File: config.mk
export PLATFORM = sky130hd
export DESIGN_NAME = dpf_fetch_ctrl
export DESIGN_NICKNAME = d
export VERILOG_FILES = /design/src/rtl/dpf_pkg.sv /design/src/rtl/dpf_merge_match.sv /design/src/rtl/dpf_sat_inc.sv /design/src/rtl/dpf_fetch_ctrl.sv
export SDC_FILE = /design/constraint.sdc
export NUM_CORES = 1
export LEC_CHECK = 0
export ABC_AREA = 1
export ABC_CLOCK_PERIOD_IN_PS = 3500
export BUFFER_PORTS_ARGS = -buffer_cell sky130_fd_sc_hd__buf_2
export CORE_MARGIN = 3
export CORE_UTILIZATION = 40
export CTS_BUF_LIST = sky130_fd_sc_hd__clkbuf_2 sky130_fd_sc_hd__clkbuf_4 sky130_fd_sc_hd__clkbuf_8
export DETAILED_ROUTE_END_ITERATION = 8
export GPL_TIMING_DRIVEN = 0
export PLACE_DENSITY = 0.73
export SLEW_MARGIN = 20
export SYNTH_ARGS = -nofsm -noshare
export SYNTH_HDL_FRONTEND = slang
export SYNTH_SLANG_ARGS = --single-unit
export TNS_END_PERCENT = 100
File: constraint.sdc
create_clock -name clk -period 3.5 [get_ports clk]
set_clock_uncertainty 0.2 [all_clocks]
set_input_delay 0.525 -clock clk [delete_from_list [all_inputs] [get_ports clk]]
set_output_delay 0.525 -clock clk [all_outputs]
set_load 0.01 [all_outputs]
File: src/rtl/dpf_pkg.sv
package dpf_pkg;
    typedef enum logic [1:0] {
        M_NORMAL = 2'd0,
        M_PRED   = 2'd1,
        M_ALT    = 2'd2
    } mode_e;

    typedef enum logic [2:0] {
        EV_NONE        = 3'd0,
        EV_ENTER_PRED  = 3'd1,
        EV_ENTER_ALT   = 3'd2,
        EV_EXIT        = 3'd3,
        EV_EARLY_EXIT  = 3'd4,
        EV_RES_REDIR   = 3'd5,
        EV_RES_RELEASE = 3'd6,
        EV_RES_FLUSH   = 3'd7
    } evt_e;
endpackage

File: src/rtl/dpf_merge_match.sv
// Associative merge-address compare; lowest matching index wins.
module dpf_merge_match #(
    parameter int ADDR_W  = 32,
    parameter int MERGE_N = 4,
    parameter int IDX_W   = 2
) (
    input  logic [MERGE_N*ADDR_W-1:0] tab,
    input  logic [MERGE_N-1:0]        vld,
    input  logic                      lock_en,
    input  logic [IDX_W-1:0]          lock_idx,
    input  logic [ADDR_W-1:0]         probe,
    output logic                      hit,
    output logic [IDX_W-1:0]          hit_idx
);
    logic [MERGE_N-1:0] eq;

    for (genvar g = 0; g < MERGE_N; g++) begin : g_ent
        assign eq[g] = vld[g] && (tab[g*ADDR_W +: ADDR_W] == probe)
                       && (!lock_en || (lock_idx == IDX_W'(g)));
    end

    always_comb begin
        hit     = |eq;
        hit_idx = '0;
        for (int i = MERGE_N - 1; i >= 0; i--) begin
            if (eq[i]) hit_idx = IDX_W'(i);
        end
    end
endmodule

File: src/rtl/dpf_sat_inc.sv
// Saturating increment for the alternate-path budget count.
module dpf_sat_inc #(
    parameter int CNT_W = 8
) (
    input  logic [CNT_W-1:0] a,
    output logic [CNT_W-1:0] y
);
    assign y = (a == {CNT_W{1'b1}}) ? a : a + CNT_W'(1);
endmodule

File: src/rtl/dpf_fetch_ctrl.sv
module dpf_fetch_ctrl
    import dpf_pkg::*;
#(
    parameter int ADDR_W  = 32,
    parameter int MERGE_N = 4,
    parameter int CNT_W   = 8
) (
    input  logic                      clk,
    input  logic                      rst_n,
    input  logic                      br_valid,
    input  logic                      br_marked,
    input  logic                      br_lowconf,
    input  logic                      br_pred_taken,
    input  logic [ADDR_W-1:0]         br_taken_tgt,
    input  logic [ADDR_W-1:0]         br_nt_tgt,
    input  logic [MERGE_N*ADDR_W-1:0] br_merge_addr,
    input  logic [MERGE_N-1:0]        br_merge_vld,
    input  logic [CNT_W-1:0]          br_alt_limit,
    input  logic [ADDR_W-1:0]         next_fetch_addr,
    input  logic                      fetch_valid,
    input  logic                      res_valid,
    input  logic                      res_mispred,
    input  logic                      ckpt_save,
    input  logic                      ckpt_restore,
    output logic [1:0]                mode,
    output logic [2:0]                evt,
    output logic                      redir_valid,
    output logic [ADDR_W-1:0]         redir_addr,
    output logic                      flush_req
);
    localparam int IDX_W = (MERGE_N > 1) ? $clog2(MERGE_N) : 1;

    typedef struct packed {
        mode_e                     st;
        logic [MERGE_N*ADDR_W-1:0] tab;
        logic [MERGE_N-1:0]        vld;
        logic [IDX_W-1:0]          sel;
        logic [ADDR_W-1:0]         alt_tgt;
        logic [CNT_W-1:0]          cnt;
        logic [CNT_W-1:0]          lim;
    } ctx_t;

    ctx_t              ctx_q, ctx_d, shadow_q;
    evt_e              ev_d;
    logic              qualify;
    logic              hit;
    logic [IDX_W-1:0]  hit_idx;
    logic [CNT_W-1:0]  cnt_inc;
    logic [ADDR_W-1:0] lock_addr;
    logic              rv_d;
    logic [ADDR_W-1:0] ra_d;

    assign qualify   = br_valid && br_marked && br_lowconf;
    assign lock_addr = ctx_q.tab[ctx_q.sel*ADDR_W +: ADDR_W];

    dpf_merge_match #(.ADDR_W(ADDR_W), .MERGE_N(MERGE_N), .IDX_W(IDX_W)) u_match (
        .tab     (ctx_q.tab),
        .vld     (ctx_q.vld),
        .lock_en (ctx_q.st == M_ALT),
        .lock_idx(ctx_q.sel),
        .probe   (next_fetch_addr),
        .hit     (hit),
        .hit_idx (hit_idx)
    );

    dpf_sat_inc #(.CNT_W(CNT_W)) u_inc (
        .a(ctx_q.cnt),
        .y(cnt_inc)
    );

    // Event decision: restore > resolution > re-entry > merge hit > budget.
    always_comb begin
        ev_d = EV_NONE;
        if (!ckpt_restore) begin
            unique case (ctx_q.st)
                M_NORMAL: begin
                    if (qualify) ev_d = EV_ENTER_PRED;
                end
                M_PRED: begin
                    if (res_valid)    ev_d = res_mispred ? EV_RES_FLUSH : EV_RES_RELEASE;
                    else if (qualify) ev_d = EV_ENTER_PRED;
                    else if (hit)     ev_d = EV_ENTER_ALT;
                end
                M_ALT: begin
                    if (res_valid) ev_d = res_mispred ? EV_RES_RELEASE : EV_RES_REDIR;
                    else if (hit)  ev_d = EV_EXIT;
                    else if (fetch_valid && (cnt_inc >= ctx_q.lim)) ev_d = EV_EARLY_EXIT;
                end
                default: ev_d = EV_NONE;
            endcase
        end
    end

    // Next mode context.
    always_comb begin
        ctx_d = ctx_q;
        if (ckpt_restore) begin
            ctx_d = shadow_q;
        end else begin
            unique case (ev_d)
                EV_ENTER_PRED: begin
                    ctx_d.st      = M_PRED;
                    ctx_d.tab     = br_merge_addr;
                    ctx_d.vld     = br_merge_vld;
                    ctx_d.lim     = br_alt_limit;
                    ctx_d.alt_tgt = br_pred_taken ? br_nt_tgt : br_taken_tgt;
                    ctx_d.sel     = '0;
                    ctx_d.cnt     = '0;
                end
                EV_ENTER_ALT: begin
                    ctx_d.st  = M_ALT;
                    ctx_d.sel = hit_idx;
                    ctx_d.cnt = '0;
                end
                EV_EXIT, EV_EARLY_EXIT, EV_RES_REDIR,
                EV_RES_RELEASE, EV_RES_FLUSH: begin
                    ctx_d.st = M_NORMAL;
                end
                default: begin
                    if (ctx_q.st == M_ALT && fetch_valid) ctx_d.cnt = cnt_inc;
                end
            endcase
        end
    end

    // Redirect target for the chosen event.
    always_comb begin
        rv_d = 1'b0;
        ra_d = '0;
        unique case (ev_d)
            EV_ENTER_ALT: begin
                rv_d = 1'b1;
                ra_d = ctx_q.alt_tgt;
            end
            EV_EARLY_EXIT, EV_RES_REDIR: begin
                rv_d = 1'b1;
                ra_d = lock_addr;
            end
            default: begin
                rv_d = 1'b0;
                ra_d = '0;
            end
        endcase
    end

    always_ff @(posedge clk) begin
        if (!rst_n) begin
            ctx_q       <= '0;
            shadow_q    <= '0;
            evt         <= '0;
            redir_valid <= 1'b0;
            redir_addr  <= '0;
            flush_req   <= 1'b0;
        end else begin
            ctx_q       <= ctx_d;
            if (ckpt_save) shadow_q <= ctx_q;
            evt         <= ev_d;
            redir_valid <= rv_d;
            redir_addr  <= ra_d;
            flush_req   <= (ev_d == EV_RES_FLUSH);
        end
    end

    assign mode = ctx_q.st;
endmodule

==> results.toml <==
[clock_network]
h-tree-depth = 3
cts.clk_slew.worst_paths_ns = 0.07
clock-sinks = 405
clock_latency_ns = 0.69
tritoncts = "yes"
max-clock-path-buffers = 3
root_buffer = "clkbuf_8"
cts_inserted_buffers = 72

[drt]
drc = 0
antenna_left = 0
drtIter0Drc = 2894
vias = 23808
wl_mm = 103
dr.pass1.iters = 6
avgViaCountPerCell = 5.69
avgRoutedWirePerCell_um = 24.5

[worst_setup_path]
critPathLaunchType = "flop"
r2r_cells = 26
crit_required_ns = 3.87
crit_arrival_ns = 4.15
crit_type = "flop to flop"
crit_path_end_kind = "flop"
cp_max_fo = 6

[layout]
nets = 3727
fillCellCount = 4604
final_cells = 4185
area_delta_synth_final_pct = 35.2
num_antenna_cells = 0
multi_input_area_um2 = 10600
seqCellArea_um2 = 8110
drive_gt1_share_pct = 19.6

[sta]
post-route-min-period_ns = 3.78
hold_violations = 0
maxSlewViolCount = 0
setup_tns_ns = -37.41
fmax_ghz = 0.265
tightest_slew_ns = 1.27
maxSlewHeadroom_pct = 15.4
finalSetupViolations = 213
fin_ws_ns = -0.279
worst_hold_slack_ns = 0.0540
rsz0062_at_grt = "yes"
timing.final.crit_share_pct = 108

[die]
row_count = 80
dieArea_um2 = 51900
chipWidth_um = 228
start_util_pct = 40.9
core-area_um2 = 48100
die_y_um = 228
io_pins = 286

[synth]
async_reset_ff_share_pct = 0
yosysMostFrequentCell = "nand2_1"
postSynth.topFlopCell = "dfxtp_1"
synth_area_um2 = 19700
synth_seq_cells = 405
synth_cells = 2933
synth_area_leader_cell = "dfxtp_1"
synth_common_cells = "758 x nand2_1, 405 x dfxtp_1, 314 x o21ai_0, 294 x nor2_1, 232 x a21oi_1"
ys_types = 39
synth.top_cell.area_share_pct = 41.2
synth_edf_count = 0
avgSynthCellArea_um2 = 6.71
yosysWarnings = 0
postSynthNetCount = 3189
synth_area_leaders = "dfxtp_1 41%, nand2_1 14%, o21ai_0 8.0%"
synth_seq_area_share_pct = 41.2

[power]
cellLeakagePower_uw = 0.0105
peakVddDrop_mv = 0.256
powerDensity_nw_per_um2 = 457

[placed_design]
hpwl_mm = 74.4
place.gp.congestion = 1.04
placed_cells = 3866
port_buffers = 277

[hold_path]
hold_class = "primary input to flop"
hold_depth = 3

[status]
violations = "negative setup slack"
outcome = "complete, but fails checks"

[global_routing]
grt_pass1_vias = 22679
grt_first_pass_wirelength_mm = 145
grt_max_degree = 11
overflow = 0
grt.total_usage_pct = 37.3
antenna_found_initial = 2

[run]
max_cap_violations = 0
critical path, stage by stage, from the launching register on:
cell and delay [ns]:
dfxtp_2 0.37, ha_4 0.16, nand2_4 0.06, nor3_4 0.18
buf_4 0.14, buf_4 0.09, nor2_1 0.03, o21ai_0 0.36
ha_1 0.34, nand2_2 0.10, nor2_2 0.05, nand4_1 0.08
o2111ai_2 0.16, nand3_2 0.11, nand2_2 0.07, nand2_4 0.08
nand2_4 0.06, nor2_4 0.10, buf_6 0.14, nor2_4 0.05
buf_6 0.17, buf_12 0.15, buf_8 0.14, nand3_1 0.06
nand2_1 0.06, nor2_1 0.10, nor2_1 0.06
state kept, by name, indices dropped and copies added, names as in the netlist:
name	cells
ctx_q	182
redir_valid	1
flush_req	1
shadow_q	184
redir_addr	32
mode	2
evt	3
cells by family (layout without fill, tap and decap cells):
group	Yosys count	after routing	share of synthesized area, %
adder cells (fa/ha/maj)	9	9	0.572
AO/OA/AOI/OAI	798	798	22.1
AND/OR/NAND/NOR	1274	1274	26.0
buffers and inverters	420	1016	8.94
flip-flops	405	405	41.2
XOR/XNOR	27	27	1.20
through the flow:
step | area, um^2 | util, % | worst slack, ns | power [uW]
final | 26600 | 55.3 | -0.279 | 12200
after global routing | 26600 | 55.3 | -0.427 | 12500
after CTS | 25500 | 53.0 | -0.133 | 11900
after detailed placement | 21900 | 45.5 | -1.00 | 6860
after global placement | 21900 | 45.5 | -1.02 | 6850
after floorplan | 19700 | - | 0.210 | 6090
cell usage in the layout, fill, tap and decap left out, drive strengths merged, types with 2 or more instances in the layout:
cell type	instances
a21oi	232
xor2	9
dlygate4sd3	138
a22oi	25
clkinv	21
nor3	12
nor2	297
a31oi	142
clkbuf	259
nand2	762
nand3	178
o21ai	323
nand4	16
ha	9
o22ai	67
inv	221
xnor2	18
buf	371
o21a	2
o211ai	3
nand3b	4
bufinv	3
dfxtp	405
clkinvlp	3
a21boi	2
layer usage:
layer  vias up  GRT usage [%]  wire length, um
li1      10874              -                -
met3       309           9.01            10500
met4         4           19.4             6130
met1     11247           47.2            40800
met5         -              0               27
met2      1374           59.2            45200
power breakdown:
part / internal [uW] / leakage [uW] / switching [uW] / total (uW)
registers: 4850 / 0.00332 / 188 / 5040
clock network: 2710 / 0.000836 / 2140 / 4850
logic: 835 / 0.00639 / 1430 / 2270
total: 8390 / 0.0105 / 3760 / 12200
repair_timing:
action	in CTS	in global routing
pin swaps	42	78
endpoints found under the hold margin	137	1
buffers inserted	20	14
setup endpoints to repair	217	218
gates resized for setup	151	177
cloned	4	15
hold buffers	137	1
final cells by class:
cell class | count | area share [%]
plain buffers | 197 | 4.56
clock buffers | 107 | 5.04
clock inverters | 25 | 0.846
inverters | 223 | 3.14
multi-input cells | 2108 | 39.8
flip-flops and latches | 405 | 30.5
well taps | 656 | 3.08
repair buffers | 464 | 13.0
worst paths after layout:
kind	slack [ns]	endpoint	from
setup / recovery	-0.28	ctx_q[14]	ctx_q[8]
hold / removal	0.05	ctx_q[123]	br_merge_addr[69]
setup reg to reg	-0.28	ctx_q[14]	ctx_q[8]
hold reg to reg	0.26	ctx_q[83]	shadow_q[83]
No activity file was read; power rests on OpenSTA's default activity.
